==> config.mk <==
export PLATFORM = sky130hd
export DESIGN_NAME = exc_entry_unit
export DESIGN_NICKNAME = d
export VERILOG_FILES = /design/src/rtl/exc_entry_pkg.sv /design/src/rtl/exc_vector_gen.sv /design/src/rtl/exc_status_regs.sv /design/src/rtl/exc_ctx_capture.sv /design/src/rtl/exc_entry_unit.sv
export SDC_FILE = /design/constraint.sdc
export NUM_CORES = 1
export LEC_CHECK = 0
export ABC_AREA = 1
export BUFFER_PORTS_ARGS = -buffer_cell sky130_fd_sc_hd__buf_2
export CAP_MARGIN = 30
export CORE_AREA = 2 2 185 187
export CTS_BUF_LIST = sky130_fd_sc_hd__clkbuf_16
export DETAILED_ROUTE_END_ITERATION = 10
export DIE_AREA = 0 0 187 189
export GPL_TIMING_DRIVEN = 1
export PLACE_DENSITY = 0.78
export SLEW_MARGIN = 20
export SYNTH_ARGS = -nofsm -noshare
export SYNTH_HDL_FRONTEND = slang
export SYNTH_SLANG_ARGS = --single-unit
==> constraint.sdc <==
create_clock -name clk -period 2.93 [get_ports clk]
set_clock_uncertainty 0.05 [all_clocks]
set_input_delay 0.293 -clock clk [delete_from_list [all_inputs] [get_ports clk]]
set_output_delay 0.293 -clock clk [all_outputs]
set_load 0.05 [all_outputs]
==> src/rtl/exc_entry_pkg.sv <==
package exc_entry_pkg;

  localparam int CAUSE_W     = 5;
  localparam int CODE_W      = 5;
  localparam int OFF_W       = 12;
  localparam int CAUSE_COUNT = 19;

  localparam logic [CAUSE_W-1:0] C_INT     = 5'd0;
  localparam logic [CAUSE_W-1:0] C_TLBMOD  = 5'd1;
  localparam logic [CAUSE_W-1:0] C_TLBLD   = 5'd2;
  localparam logic [CAUSE_W-1:0] C_TLBST   = 5'd3;
  localparam logic [CAUSE_W-1:0] C_ADRLD   = 5'd4;
  localparam logic [CAUSE_W-1:0] C_ADRST   = 5'd5;
  localparam logic [CAUSE_W-1:0] C_SYSC    = 5'd6;
  localparam logic [CAUSE_W-1:0] C_BRK     = 5'd7;
  localparam logic [CAUSE_W-1:0] C_RSVD    = 5'd8;
  localparam logic [CAUSE_W-1:0] C_COPU    = 5'd9;
  localparam logic [CAUSE_W-1:0] C_OVF     = 5'd10;
  localparam logic [CAUSE_W-1:0] C_TRAP    = 5'd11;
  localparam logic [CAUSE_W-1:0] C_COP2    = 5'd12;
  localparam logic [CAUSE_W-1:0] C_CAPTRAP = 5'd13;
  localparam logic [CAUSE_W-1:0] C_XREFLD  = 5'd14;
  localparam logic [CAUSE_W-1:0] C_XREFST  = 5'd15;
  localparam logic [CAUSE_W-1:0] C_XINVLD  = 5'd16;
  localparam logic [CAUSE_W-1:0] C_XINVST  = 5'd17;
  localparam logic [CAUSE_W-1:0] C_MCHK    = 5'd18;

  localparam logic [OFF_W-1:0] OFF_COMMON  = 12'h180;
  localparam logic [OFF_W-1:0] OFF_REFILL  = 12'h080;
  localparam logic [OFF_W-1:0] OFF_CAPTRAP = 12'h280;

  function automatic logic cause_known(input logic [CAUSE_W-1:0] c);
    return (32'(c) < CAUSE_COUNT);
  endfunction

  function automatic logic cause_is_tlb(input logic [CAUSE_W-1:0] c);
    return (c inside {C_TLBMOD, C_TLBLD, C_TLBST, C_XREFLD, C_XREFST, C_XINVLD, C_XINVST});
  endfunction

  function automatic logic cause_is_addr_err(input logic [CAUSE_W-1:0] c);
    return (c == C_ADRLD) || (c == C_ADRST);
  endfunction

  function automatic logic [CODE_W-1:0] code_of(input logic [CAUSE_W-1:0] c);
    logic [CODE_W-1:0] r;
    case (c)
      C_INT:     r = 5'h00;
      C_TLBMOD:  r = 5'h01;
      C_TLBLD:   r = 5'h02;
      C_TLBST:   r = 5'h03;
      C_ADRLD:   r = 5'h04;
      C_ADRST:   r = 5'h05;
      C_SYSC:    r = 5'h08;
      C_BRK:     r = 5'h09;
      C_RSVD:    r = 5'h0A;
      C_COPU:    r = 5'h0B;
      C_OVF:     r = 5'h0C;
      C_TRAP:    r = 5'h0D;
      C_COP2:    r = 5'h12;
      C_CAPTRAP: r = 5'h12;
      C_XREFLD:  r = 5'h02;
      C_XREFST:  r = 5'h03;
      C_XINVLD:  r = 5'h02;
      C_XINVST:  r = 5'h03;
      C_MCHK:    r = 5'h18;
      default:   r = 5'h00;
    endcase
    return r;
  endfunction

  function automatic logic [OFF_W-1:0] vec_offset(input logic [CAUSE_W-1:0] c,
                                                   input logic already_exl);
    logic [OFF_W-1:0] r;
    if (already_exl)                             r = OFF_COMMON;
    else if (c == C_XREFLD || c == C_XREFST)     r = OFF_REFILL;
    else if (c == C_CAPTRAP)                     r = OFF_CAPTRAP;
    else                                         r = OFF_COMMON;
    return r;
  endfunction

endpackage

==> src/rtl/exc_vector_gen.sv <==
module exc_vector_gen
  import exc_entry_pkg::*;
#(
  parameter int          XLEN      = 64,
  parameter logic [63:0] BOOT_BASE = 64'hFFFF_FFFF_BFC0_0200,
  parameter logic [63:0] NORM_BASE = 64'hFFFF_FFFF_8000_0000
) (
  input  logic [CAUSE_W-1:0] cause,
  input  logic               cur_exl,
  input  logic               boot_vec,
  input  logic [XLEN-1:0]    base_offset,
  output logic [XLEN-1:0]    target
);
  localparam int EXT_W = XLEN - OFF_W;

  logic [OFF_W-1:0] off;
  logic [XLEN-1:0]  off_sext;
  logic [XLEN-1:0]  base_sel;

  always_comb begin
    off      = vec_offset(cause, cur_exl);
    off_sext = {{EXT_W{off[OFF_W-1]}}, off};
    base_sel = boot_vec ? BOOT_BASE[XLEN-1:0] : NORM_BASE[XLEN-1:0];
    target   = base_sel + off_sext - base_offset;
  end
endmodule

==> src/rtl/exc_status_regs.sv <==
module exc_status_regs
  import exc_entry_pkg::*;
#(
  parameter int XLEN = 64
) (
  input  logic               clk,
  input  logic               rst_n,
  input  logic               take,
  input  logic [CAUSE_W-1:0] cause,
  input  logic [XLEN-1:0]    pc,
  input  logic               in_delay,
  input  logic               exl_clear,
  output logic [XLEN-1:0]    epc,
  output logic               bd,
  output logic [1:0]         ce,
  output logic [CODE_W-1:0]  code,
  output logic               exl
);
  logic capture_pc;
  logic clear_ce;
  logic drop_exl;

  assign capture_pc = take && !exl;
  assign clear_ce   = take && (cause == C_COPU);
  assign drop_exl   = exl_clear && !take;

  always_ff @(posedge clk) begin
    if (!rst_n) begin
      epc  <= '0;
      bd   <= 1'b0;
      ce   <= 2'b00;
      code <= '0;
      exl  <= 1'b0;
    end else begin
      if (capture_pc) begin
        epc <= in_delay ? (pc - XLEN'(4)) : pc;
        bd  <= in_delay;
      end
      if (take) code <= code_of(cause);
      if (clear_ce) ce <= 2'b00;
      if (take) exl <= 1'b1;
      else if (drop_exl) exl <= 1'b0;
    end
  end


  epc_capture_chk: assert property (@(posedge clk) disable iff (!rst_n)
    capture_pc |=> (epc == ($past(in_delay) ? $past(pc) - XLEN'(4) : $past(pc)))
                   && (bd == $past(in_delay)));

  epc_hold_chk: assert property (@(posedge clk) disable iff (!rst_n)
    (take && exl) |=> ($stable(epc) && $stable(bd)));

  exl_set_chk: assert property (@(posedge clk) disable iff (!rst_n)
    take |=> exl);

  exl_drop_chk: assert property (@(posedge clk) disable iff (!rst_n)
    drop_exl |=> !exl);

  ce_clear_chk: assert property (@(posedge clk) disable iff (!rst_n)
    clear_ce |=> (ce == 2'b00));
endmodule

==> src/rtl/exc_ctx_capture.sv <==
module exc_ctx_capture
  import exc_entry_pkg::*;
#(
  parameter int XLEN    = 64,
  parameter int VPN_LO  = 13,
  parameter int CTX_HI  = 31,
  parameter int XCTX_HI = 39
) (
  input  logic                          clk,
  input  logic                          rst_n,
  input  logic                          take,
  input  logic [CAUSE_W-1:0]            cause,
  input  logic [XLEN-1:0]               bad_addr,
  output logic [XLEN-1:0]               bad_vaddr,
  output logic [CTX_HI-VPN_LO:0]        ctx_vpn,
  output logic [XCTX_HI-VPN_LO:0]       xctx_vpn,
  output logic [1:0]                    xctx_region,
  output logic [XCTX_HI-VPN_LO:0]       hi_vpn,
  output logic [1:0]                    hi_region
);
  localparam int CTX_W  = CTX_HI - VPN_LO + 1;
  localparam int XCTX_W = XCTX_HI - VPN_LO + 1;

  logic save_addr;
  logic save_ctx;

  assign save_ctx  = take && cause_is_tlb(cause);
  assign save_addr = save_ctx || (take && cause_is_addr_err(cause));

  always_ff @(posedge clk) begin
    if (!rst_n) begin
      bad_vaddr   <= '0;
      ctx_vpn     <= '0;
      xctx_vpn    <= '0;
      xctx_region <= 2'b00;
      hi_vpn      <= '0;
      hi_region   <= 2'b00;
    end else begin
      if (save_addr) bad_vaddr <= bad_addr;
      if (save_ctx) begin
        ctx_vpn     <= bad_addr[CTX_HI:VPN_LO];
        xctx_vpn    <= bad_addr[XCTX_HI:VPN_LO];
        xctx_region <= bad_addr[XLEN-1:XLEN-2];
        hi_vpn      <= bad_addr[XCTX_HI:VPN_LO];
        hi_region   <= bad_addr[XLEN-1:XLEN-2];
      end
    end
  end


  bad_hold_chk: assert property (@(posedge clk) disable iff (!rst_n)
    !save_addr |=> $stable(bad_vaddr));

  bad_load_chk: assert property (@(posedge clk) disable iff (!rst_n)
    save_addr |=> (bad_vaddr == $past(bad_addr)));

  ctx_agree_chk: assert property (@(posedge clk) disable iff (!rst_n)
    (ctx_vpn == xctx_vpn[CTX_W-1:0]) && (hi_vpn == xctx_vpn) && (hi_region == xctx_region));

  ctx_hold_chk: assert property (@(posedge clk) disable iff (!rst_n)
    !save_ctx |=> ($stable(xctx_vpn) && $stable(xctx_region)));

  xctx_width_chk: assert final (XCTX_W >= CTX_W);
endmodule

==> src/rtl/exc_entry_unit.sv <==
module exc_entry_unit
  import exc_entry_pkg::*;
#(
  parameter int          XLEN      = 64,
  parameter int          VPN_LO    = 13,
  parameter int          CTX_HI    = 31,
  parameter int          XCTX_HI   = 39,
  parameter logic [63:0] BOOT_BASE = 64'hFFFF_FFFF_BFC0_0200,
  parameter logic [63:0] NORM_BASE = 64'hFFFF_FFFF_8000_0000
) (
  input  logic                    clk,
  input  logic                    rst_n,
  input  logic                    req_valid,
  input  logic [4:0]              req_cause,
  input  logic [XLEN-1:0]         req_pc,
  input  logic                    req_in_delay,
  input  logic [XLEN-1:0]         req_bad_addr,
  input  logic [XLEN-1:0]         base_offset,
  input  logic                    boot_vec,
  input  logic                    exl_clear,
  output logic                    redirect_valid,
  output logic [XLEN-1:0]         redirect_pc,
  output logic [XLEN-1:0]         epc,
  output logic                    cause_bd,
  output logic [1:0]              cause_ce,
  output logic [4:0]              cause_code,
  output logic                    exl,
  output logic [XLEN-1:0]         bad_vaddr,
  output logic [CTX_HI-VPN_LO:0]  ctx_vpn_field,
  output logic [XCTX_HI-VPN_LO:0] xctx_vpn_field,
  output logic [1:0]              xctx_region,
  output logic [XCTX_HI-VPN_LO:0] hi_vpn,
  output logic [1:0]              hi_region
);
  logic            accept;
  logic            reject;
  logic [XLEN-1:0] target;

  assign accept = req_valid && cause_known(req_cause);
  assign reject = req_valid && !cause_known(req_cause);

  exc_vector_gen #(.XLEN(XLEN), .BOOT_BASE(BOOT_BASE), .NORM_BASE(NORM_BASE)) u_vec (
    .cause(req_cause), .cur_exl(exl), .boot_vec(boot_vec),
    .base_offset(base_offset), .target(target));

  exc_status_regs #(.XLEN(XLEN)) u_stat (
    .clk(clk), .rst_n(rst_n), .take(accept), .cause(req_cause), .pc(req_pc),
    .in_delay(req_in_delay), .exl_clear(exl_clear), .epc(epc), .bd(cause_bd),
    .ce(cause_ce), .code(cause_code), .exl(exl));

  exc_ctx_capture #(.XLEN(XLEN), .VPN_LO(VPN_LO), .CTX_HI(CTX_HI), .XCTX_HI(XCTX_HI)) u_ctx (
    .clk(clk), .rst_n(rst_n), .take(accept), .cause(req_cause), .bad_addr(req_bad_addr),
    .bad_vaddr(bad_vaddr), .ctx_vpn(ctx_vpn_field), .xctx_vpn(xctx_vpn_field),
    .xctx_region(xctx_region), .hi_vpn(hi_vpn), .hi_region(hi_region));

  always_ff @(posedge clk) begin
    if (!rst_n) begin
      redirect_valid <= 1'b0;
      redirect_pc    <= '0;
    end else begin
      redirect_valid <= accept;
      if (accept) redirect_pc <= target;
    end
  end


  redirect_rise_chk: assert property (@(posedge clk) disable iff (!rst_n)
    accept |=> redirect_valid);

  redirect_quiet_chk: assert property (@(posedge clk) disable iff (!rst_n)
    !accept |=> !redirect_valid);

  reject_ignore_chk: assert property (@(posedge clk) disable iff (!rst_n)
    (reject && !exl_clear) |=> ($stable(epc) && $stable(exl) && $stable(cause_code)
                                && $stable(bad_vaddr) && !redirect_valid));

  captrap_vec_chk: assert property (@(posedge clk) disable iff (!rst_n)
    (accept && !exl && req_cause == C_CAPTRAP && !boot_vec)
      |=> (redirect_pc == NORM_BASE[XLEN-1:0] + XLEN'(12'h280) - $past(base_offset)));

  nested_vec_chk: assert property (@(posedge clk) disable iff (!rst_n)
    (accept && exl && boot_vec)
      |=> (redirect_pc == BOOT_BASE[XLEN-1:0] + XLEN'(12'h180) - $past(base_offset)));
endmodule

==> run_results.csv, run 1 <==
group,metric,value,unit
outcome,status,"completed",
timing,slew_viol_final,0,
clocking,tritoncts,"yes",
logic_synthesis,synthDistinctLibCells,51,
global_routing,grt_usage,0.340,
timing,setup_violations,0,
routing,wl_per_cell,17.2,um
timing,maxSlewHeadroom,0.316,
clocking,cts_buffers,27,
logic_synthesis,synth.yosys.warnings,0,
cells_and_area,nets,3397,
die,placementRows,67,
routing,drtIter0Drc,1508,
routing,ant_nets,0,
placed_design,gp_congestion,1.02,
routing,avgViaCountPerCell,5.12,
power_and_ir_drop,swShare,0.385,
hold_path,hold_end,"u_stat.epc[14]$_SDFFE_PN0P_",
logic_synthesis,synth-edff-count,0,
hold_path,holdPathStages,3,
logic_synthesis,synth_seq_cells,229,
routing,vias,18500,
die,die_w,187,um
global_routing,antenna_found_initial,8,
setup_path,rrSetupSlack,0.15,ns
placed_design,place_area,18500,sq um
hold_path,hold_path_class,"input port to flip-flop",
flow_run,drv_cap,0,
placed_design,io_buffers,479,
cells_and_area,fin_area,20200,sq um
clocking,insertion_delay,0.57,ns
global_routing,overflow,0,
clocking,clock_path_buffers,3,
logic_synthesis,syn_inst,2608,
logic_synthesis,yosys_most_used_dff,"dfxtp_1",
power_and_ir_drop,powerDensity,490,nW/um^2
timing,hold_viol,0,
timing,fin_crit_sh,0.948,
setup_path,reg2reg_depth,17,
power_and_ir_drop,net-switching-power,3820,uW
placed_design,dp_slack,-0.366,ns
routing,dr.pass1.iters,6,
timing,period_needed,2.78,ns
logic_synthesis,async_flop_share,0,
setup_path,r2r_start,"u_stat.exl$_SDFFE_PN0P_",
die,start_util,0.475,
power_and_ir_drop,intPower,6090,uW
power_and_ir_drop,p_leak,0.0113,uW
setup_path,path_class,"flip-flop to flip-flop",
global_routing,grt_pass1_wl,95.6,mm
die,dieArea,35300,sq um
global_routing,first_global_vias,17800,
setup_path,cp.arrival,3.18,ns
die,core-area,33300,sq um
power_and_ir_drop,p_comb_frac,0.316,
logic_synthesis,syn_area,15800,sq um
power_and_ir_drop,ir_drop,0.459,mV
setup_path,timing.rr.end,"redirect_pc[39]$_SDFFE_PN0P_",
placed_design,hpwl,48.5,mm
routing,drc_errors,0,
timing,finalSetupTns,0,ns
setup_path,required,3.33,ns
hold_path,worstHoldStart,"req_pc[14]",
clocking,path_clk_slew,0.06,ns
clocking,htree_levels,1,
placed_design,dp.cells,3472,
timing,setup_slack,0.153,ns
logic_synthesis,syn_avg_cell_area,6.06,sq um
setup_path,crit_fanout,4,
setup_path,worstSetupEndpointType,"flip-flop",
clocking,cts_num_sinks,229,
clocking,cts_root_buf,"clkbuf_16",
power_and_ir_drop,p_clk_frac,0.331,
logic_synthesis,yosysSeqAreaShare,0.290,
cells_and_area,syn_to_final_growth,28.0,%
global_routing,grt_max_degree,218,
timing,max_freq,0.360,GHz
cells_and_area,drive_above_1_share,0.201,
routing,postRouteWirelength,62.1,mm
cells_and_area,num-fill-cells,3220,
cells_and_area,finalNonFillerCells,3609,
setup_path,crit_path_start_kind,"flip-flop",
timing,tightest_slew,1.03,ns
power_and_ir_drop,seq_power_share,0.353,
die,chipHeight,189,um
die,io_pins,482,
[area by class of cell]
| cell class | instances | area (sq um) | area share |
|---|---|---|---|
| diodes | 4 | 10.0 | 0.000495 |
| multi-input cells | 1847 | 8950 | 0.443 |
| repair buffers | 622 | 3720 | 0.184 |
| inverters | 410 | 1550 | 0.0764 |
| flip-flops and latches | 229 | 4580 | 0.227 |
| well taps | 448 | 561 | 0.0277 |
| clock buffers | 27 | 676 | 0.0334 |
| clock inverters | 22 | 169 | 0.00835 |
[power by group through the flow]
stage	sequential, uW	clock (uW)	combinational [uW]
finish	3500	3280	3130
global route	3520	3440	3370
CTS	3490	3320	3090
detailed placement	3560	0	2980
global placement	3550	0	2960
floorplan	4300	0	1330
[how the worst max path moves through the flow]
stage                            start                           end  slack, ns  cells after the start
5_1_grt        u_stat.exl$_SDFFE_PN0P_  redirect_pc[51]$_SDFFE_PN0P_      -0.01                     16
3_5_place_dp              req_cause[1]  redirect_pc[39]$_SDFFE_PN0P_      -0.37                     20
2_1_floorplan             req_cause[2]  redirect_pc[49]$_SDFFE_PN0P_       0.16                     19
3_3_place_gp              req_cause[1]  redirect_pc[39]$_SDFFE_PN0P_      -0.31                     20
4_1_cts        u_stat.exl$_SDFFE_PN0P_  redirect_pc[39]$_SDFFE_PN0P_       0.05                     17
6_report       u_stat.exl$_SDFFE_PN0P_  redirect_pc[39]$_SDFFE_PN0P_       0.15                     17
[layout by cell type (no fill, tap or decap), drive strengths merged, types with 4 or more instances in the layout]
master       count
nand2          688
buf            539
nor2           492
inv            416
dfxtp          229
o21ai          198
nand3          133
a21oi           85
dlygate4sd3     83
ha              56
xor2            35
nand4           32
xnor2           30
clkbuf          27
nor3            22
o21a            17
o21bai          15
clkinv          12
a31oi            7
o211ai           6
o221ai           6
nand3b           5
diode            4
and2             4
[worst max-delay path, cell delays in order, from the launching register on]
cell     delay (ns)
dfxtp_1        0.33
nor3_2         0.17
buf_4          0.15
fa_1           0.47
ha_4           0.32
nand2_1        0.05
inv_1          0.11
nand2_1        0.08
nor2_1         0.12
nand2_1        0.07
nand2_1        0.12
nand2_1        0.12
nand2_4        0.13
a21oi_1        0.10
nand2_1        0.08
nand2_1        0.04
nor2_1         0.10
nor2_1         0.04
[Yosys cell counts, types with 9 or more instances]
| library cell | count | share of area |
|---|---|---|
| xnor2_1 | 30 | 0.017 |
| nor2_4 | 9 | 0.0064 |
| nor3_1 | 17 | 0.0054 |
| nand3_1 | 126 | 0.040 |
| dfxtp_1 | 229 | 0.29 |
| clkbuf_1 | 30 | 0.0071 |
| buf_4 | 56 | 0.027 |
| nand4_1 | 29 | 0.011 |
| a21oi_1 | 85 | 0.027 |
| xor2_1 | 35 | 0.019 |
| ha_1 | 56 | 0.044 |
| nand2_1 | 681 | 0.16 |
| buf_2 | 30 | 0.0095 |
| nor2_1 | 473 | 0.11 |
| nor2_2 | 10 | 0.0040 |
| o21ai_0 | 136 | 0.043 |
| o21a_1 | 17 | 0.0081 |
| inv_1 | 405 | 0.096 |
| o21ai_1 | 62 | 0.020 |
| o21bai_1 | 15 | 0.0071 |
[routing by layer]
layer,global-route usage,up-vias,share of wire
met1,0.403,8320,0.40
met3,0.0664,191,0.084
met2,0.593,867,0.47
li1,-,9107,-
met4,0.155,10,0.048
met5,0,-,0.00093
[cell families after synthesis]
| group | Yosys count | synth area share |
|---|---|---|
| AOI/OAI and AO/OA | 340 | 0.117 |
| xor gates and xnor gates | 65 | 0.0360 |
| adders and majority gates | 57 | 0.0456 |
| buffers and inverters | 533 | 0.146 |
| DFF | 229 | 0.290 |
| other | 1 | 0.000237 |
| and+or+nand+nor | 1383 | 0.365 |
[metrics by stage]
| step | power [uW] | util | hold slack, ns |
|---|---|---|---|
| after floorplan | 5620 | - | 0.346 |
| after global placement | 6510 | 0.555 | 0.403 |
| after detailed placement | 6540 | 0.555 | 0.411 |
| after CTS | 9900 | 0.606 | 0.000656 |
| after global routing | 10300 | 0.607 | 0.0288 |
| final | 9910 | 0.608 | 0.00895 |
[what timing repair did]
action	4_1_cts	5_1_grt
hold endpoints to repair	111	0
hold buffers	83	0
endpoints found under the setup margin	0	33
gates resized for setup	0	13
buffers inserted	0	1
[flip-flops by register name, summed over array words and instances (netlist names)]
name               flops
u_ctx.xctx_region      2
u_stat.code            5
redirect_pc           64
u_ctx.bad_vaddr       64
u_stat.epc            64
u_stat.exl             1
u_stat.bd              1
u_ctx.xctx_vpn        27
redirect_valid         1
(Power assumes the default switching activity.)
==> run 2: changes to the inputs <==
BUFFER_PORTS_ARGS = -buffer_cell sky130_fd_sc_hd__buf_4   (was -buffer_cell sky130_fd_sc_hd__buf_2)
==> run 2 against run 1 <==
Net effect:
- combinational power grew 9.3%
- register-to-register slack better by 0.07 ns
- critical path depth rose by 4
- global-route usage increased by 2.1 points
- non-clock buffer count rose by 14
- routed wire length up 6.1%
- count of clock-buffer cells in the layout increased by 1
- via count hardly changed
- clock power rose by 6.7%
- maximum frequency grew 1.3%
- critical endpoint is now redirect_pc[61]$_SDFFE_PN0P_
- largest power group unchanged
- highest routed layer is now met4
==> run_results.csv, run 2 (synthesized netlist as in run 1, its figures left out) <==
group,metric,value,unit
timing,period_needed,2.74,ns
die,die_w,187,um
timing,setup_slack,0.190,ns
timing,slew_viol_final,0,
power_and_ir_drop,p_comb_frac,0.328,
outcome,status,"completed",
placed_design,dp_slack,-0.493,ns
power_and_ir_drop,p_clk_frac,0.335,
setup_path,cp-startpoint,"req_cause[1]",
clocking,path_clk_slew,0.07,ns
power_and_ir_drop,seq_power_share,0.337,
clocking,post_cts_buffers,0,
global_routing,overflow,0,
power_and_ir_drop,swShare,0.377,
clocking,htree_levels,1,
cells_and_area,fin_area,21600,sq um
power_and_ir_drop,p_leak,0.0116,uW
flow_run,drv_cap,0,
routing,vias,18500,
clocking,clock_path_buffers,3,
power_and_ir_drop,intPower,6490,uW
clocking,insertion_delay,0.57,ns
die,core-area,33300,sq um
timing,maxSlewHeadroom,0.541,
power_and_ir_drop,power,10400,uW
die,dieArea,35300,sq um
routing,wl_per_cell,18.2,um
die,chipHeight,189,um
cells_and_area,final_common_cell,"nand2_1",
die,placementRows,67,
timing,max_freq,0.365,GHz
setup_path,r2r_start,"u_stat.exl$_SDFFE_PN0P_",
clocking,tritoncts,"yes",
hold_path,worstHoldStart,"req_pc[29]",
setup_path,max_stage_delay,0.46,ns
timing,rsz0062_at_grt,"false",
global_routing,grt_max_degree,133,
placed_design,dp.cells,3470,
power_and_ir_drop,ir_drop,0.474,mV
cells_and_area,syn_to_final_growth,36.9,%
global_routing,grt_pass1_wl,100,mm
setup_path,crit_fanout,4,
hold_path,hold_path_class,"input port to flip-flop",
cells_and_area,layout_common_cells,"nand2_1, buf_4, nor2_1",
cells_and_area,finalNonFillerCells,3623,
routing,postRouteWirelength,65.9,mm
setup_path,crit_path_start_kind,"input port",
power_and_ir_drop,net-switching-power,3940,uW
timing,fin_crit_sh,0.935,
die,start_util,0.475,
clocking,cts_buffers,28,
global_routing,antenna_found_initial,1,
clocking,cts_num_sinks,229,
cells_and_area,multi_input_area,8950,sq um
placed_design,hpwl,52.1,mm
routing,ant_nets,0,
placed_design,place_area,19700,sq um
die,io_pins,482,
setup_path,path_class,"input port to flip-flop",
setup_path,crit_top_cell,"nand2_1",
cells_and_area,largestRegisters,"redirect_pc: 64 flops, u_ctx.bad_vaddr: 64 flops, u_stat.epc: 64 flops",
cells_and_area,seqCellArea,4580,sq um
routing,dr.pass1.iters,5,
timing,tightest_slew,0.689,ns
timing,hold_viol,0,
setup_path,path_cells,"buf_4, nor2_1, buf_4, nand3_1, nor3_2, buf_4, fa_1, ha_4, nand2_1, inv_1, nand2_1, nand2_2, nand2_1, nand2_1, nand2_1, nand2_2, nand2_1, nand4_1, nand3_1, nand2_1, inv_1",
setup_path,crit_path_top_delay_cell,"fa_1",
global_routing,grt_usage,0.360,
global_routing,first_global_vias,18300,
cells_and_area,nets,3412,
timing,hold_slack,0.0169,ns
setup_path,required,3.36,ns
clocking,cts_root_buf,"clkbuf_16",
cells_and_area,drive_above_1_share,0.201,
timing,setup_violations,0,
routing,drtIter0Drc,1202,
placed_design,gp_congestion,0.990,
cells_and_area,num-fill-cells,3034,
power_and_ir_drop,powerDensity,482,nW/um^2
routing,drc_errors,0,
setup_path,worstSetupEndpointType,"flip-flop",
setup_path,cp.arrival,3.17,ns
routing,avgViaCountPerCell,5.10,
placed_design,io_buffers,479,
run 2: layer usage:
metal	wire [um]	GRT usage	part of all wire	vias up
met1	25300	0.407	0.38	8381
met3	4700	0.0677	0.071	184
met2	32400	0.651	0.49	777
li1	-	-	-	9146
met5	0	0	0	-
met4	3440	0.176	0.052	0
run 2: power groups by stage:
| stage | Combinational, uW | Sequential [uW] | Clock (uW) |
|---|---|---|---|
| 4_1_cts | 3390 | 3500 | 3540 |
| 6_report | 3420 | 3510 | 3500 |
| 3_5_place_dp | 3260 | 3570 | 0 |
| 5_1_grt | 3650 | 3530 | 3680 |
| 3_3_place_gp | 3230 | 3570 | 0 |
| 2_1_floorplan | 1330 | 4300 | 0 |
run 2: layout make-up:
cell class	instances	share of cell area
inverters	410	0.0714
flip-flops and latches	229	0.212
diodes	1	0.000116
clock buffers	28	0.0324
multi-input cells	1847	0.414
clock inverters	24	0.0102
well taps	448	0.0259
repair buffers	636	0.234
run 2: path summary, 6_finish.rpt:
path,endpoint,slack (ns),depth (start not counted)
max,redirect_pc[61]$_SDFFE_PN0P_,0.19,21
min,u_stat.epc[29]$_SDFFE_PN0P_,0.02,3
max reg2reg,redirect_pc[61]$_SDFFE_PN0P_,0.22,17
min reg2reg,u_stat.epc[3]$_SDFFE_PN0P_,0.42,2
run 2: metrics by stage:
| step | utilization | setup TNS (ns) |
|---|---|---|
| floorplan | - | 0 |
| global placement | 0.591 | -9.62 |
| detailed placement | 0.591 | -16.94 |
| CTS | 0.649 | 0 |
| global route | 0.650 | 0 |
| finish | 0.650 | 0 |
run 2: worst max-delay path, delay by kind of cell:
family                     cells  cell delay, ns
adders and majority gates      2            0.77
buffers and inverters          5            0.57
and+or+nand+nor               14            1.52
run 2: timing repair:
| action | 4_1_cts | 5_1_grt |
|---|---|---|
| endpoints found under the setup margin | 2 | 44 |
| pin swaps | 0 | 2 |
| endpoints found under the hold margin | 129 | 0 |
| hold buffers | 100 | 0 |
| resized for setup | 2 | 11 |
==> run 3: changes to the inputs <==
RECOVER_POWER = 100   (was default)
==> run 3 against run 2 <==
Net effect:
- first-iteration DRC count rose by 3.1%
- power is 2.2% lower
- hold slack got worse by 0.00060 ns
- final cell count unchanged
- cell area down 5.1%
- critical path type unchanged
- routed wire length barely moved
- die area unchanged
==> run_results.csv, run 3 (synthesized netlist as in run 1, its figures left out) <==
group,metric,value,unit
outcome,status,"completed",
power_and_ir_drop,powerDensity,497,nW/um^2
placed_design,hpwl,52.1,mm
global_routing,overflow,0,
setup_path,crit_top_cell,"nand2_1",
die,dieArea,35300,sq um
cells_and_area,final_common_cell,"nand2_1",
setup_path,cp.arrival,3.19,ns
timing,rsz0062_at_grt,"false",
timing,hold_viol,0,
setup_path,path_cells,"clkbuf_1, nor2_1, buf_4, nand3_1, nor3_2, buf_4, fa_1, ha_4, nand2_1, inv_1, nand2_1, nand2_2, nand2_1, o21ai_0, buf_4, nand2_1, nand4_1, nand3_1, nand2_1, inv_1",
setup_path,max_stage_delay,0.46,ns
clocking,cts_root_buf,"clkbuf_16",
routing,postRouteWirelength,65.9,mm
die,io_pins,482,
clocking,path_clk_slew,0.06,ns
hold_path,hold_path_class,"input port to flip-flop",
setup_path,path_class,"input port to flip-flop",
clocking,cts_buffers,28,
setup_path,worstSetupEndpointType,"flip-flop",
timing,fin_crit_sh,0.945,
die,die_w,187,um
routing,drtIter0Drc,1239,
clocking,insertion_delay,0.58,ns
timing,slew_viol_final,0,
timing,setup_violations,0,
clocking,post_cts_buffers,0,
placed_design,io_buffers,479,
global_routing,grt_max_degree,133,
cells_and_area,largestRegisters,"redirect_pc: 64 flops, u_ctx.bad_vaddr: 64 flops, u_stat.epc: 64 flops",
cells_and_area,syn_to_final_growth,30.0,%
timing,maxSlewHeadroom,0.232,
global_routing,grt_pass1_wl,100,mm
placed_design,gp_congestion,0.990,
setup_path,crit_path_top_delay_cell,"fa_1",
die,start_util,0.475,
power_and_ir_drop,ir_drop,0.470,mV
cells_and_area,drive_above_1_share,0.110,
routing,drc_errors,0,
clocking,clock_path_buffers,3,
global_routing,grt_usage,0.360,
routing,avgViaCountPerCell,5.11,
global_routing,first_global_vias,18300,
timing,setup_slack,0.160,ns
timing,period_needed,2.77,ns
setup_path,required,3.35,ns
die,core-area,33300,sq um
clocking,htree_levels,1,
setup_path,crit_fanout,4,
placed_design,dp_slack,-0.493,ns
routing,vias,18500,
clocking,tritoncts,"yes",
setup_path,crit_path_start_kind,"input port",
timing,hold_slack,0.0163,ns
die,chipHeight,189,um
timing,tightest_slew,1.15,ns
flow_run,drv_cap,0,
clocking,cts_num_sinks,229,
cells_and_area,num-fill-cells,3456,
routing,ant_nets,0,
die,placementRows,67,
routing,wl_per_cell,18.2,um
routing,dr.pass1.iters,6,
cells_and_area,layout_common_cells,"nand2_1, nor2_1, inv_1",
power_and_ir_drop,p_leak,0.0104,uW
global_routing,antenna_found_initial,1,
cells_and_area,nets,3412,
timing,max_freq,0.361,GHz
==> run 3: cell types whose count changed in the layout (fill, tap and decap cells not counted), sizes merged <==
| cell | previous run | this run |
|---|---|---|
| buf | 536 | 243 |
| clkbuf | 28 | 321 |
==> run 3: final timing paths <==
path                               from                           end  slack [ns]  depth (start not counted)
max                        req_cause[1]  redirect_pc[53]$_SDFFE_PN0P_        0.16                         20
min                          req_pc[29]   u_stat.epc[29]$_SDFFE_PN0P_        0.02                          3
max reg2reg     u_stat.exl$_SDFFE_PN0P_  redirect_pc[53]$_SDFFE_PN0P_        0.20                         16
min reg2reg  u_stat.epc[3]$_SDFFE_PN0P_    u_stat.epc[3]$_SDFFE_PN0P_        0.41                          2
==> run 3: final cells by class <==
type / count / area, sq um / area share
well taps: 448 / 561 / 0.0273
repair buffers: 636 / 4000 / 0.195
clock buffers: 28 / 701 / 0.0341
flip-flops and latches: 229 / 4580 / 0.223
diodes: 1 / 2.50 / 0.000122
clock inverters: 24 / 220 / 0.0107
multi-input cells: 1847 / 8920 / 0.435
inverters: 410 / 1540 / 0.0751
==> run 3: stage by stage <==
stage / util / power (uW) / setup TNS (ns) / area (sq um) / instances
2_1_floorplan: - / 5620 / 0 / 15800 / 2609
3_3_place_gp: 0.591 / 6800 / -9.62 / 19700 / 3470
3_5_place_dp: 0.591 / 6830 / -16.94 / 19700 / 3470
4_1_cts: 0.649 / 10400 / 0 / 21600 / 3622
5_1_grt: 0.617 / 10600 / 0 / 20500 / 3623
6_report: 0.617 / 10200 / 0 / 20500 / 3623
==> run 3: what timing repair did <==
| item | 4_1_cts | 5_1_grt |
|---|---|---|
| pin swaps | 0 | 2 |
| setup endpoints to repair | 2 | 44 |
| gates resized for setup | 2 | 11 |
| hold buffers | 100 | 0 |
| endpoints found under the hold margin | 129 | 0 |
==> run 3: power by group <==
part | switching, uW | total [uW] | internal [uW]
clock network | 1490 | 3500 | 2010
logic | 2280 | 3190 | 915
registers | 164 | 3510 | 3340
==> run 3: worst max-delay path, delay by kind of cell <==
family / cells / cell delay, ns
and+or+nand+nor: 11 / 1.14
buffers and inverters: 6 / 0.73
AOI/OAI and AO/OA: 1 / 0.24
adders and majority gates: 2 / 0.77
==> run 3: routing by layer <==
| layer | GRT usage | wire, um | vias up |
|---|---|---|---|
| li1 | - | - | 9152 |
| met1 | 0.407 | 25100 | 8381 |
| met2 | 0.651 | 32300 | 801 |
| met3 | 0.0677 | 4930 | 192 |
| met4 | 0.176 | 3500 | 0 |
| met5 | 0 | 0 | - |
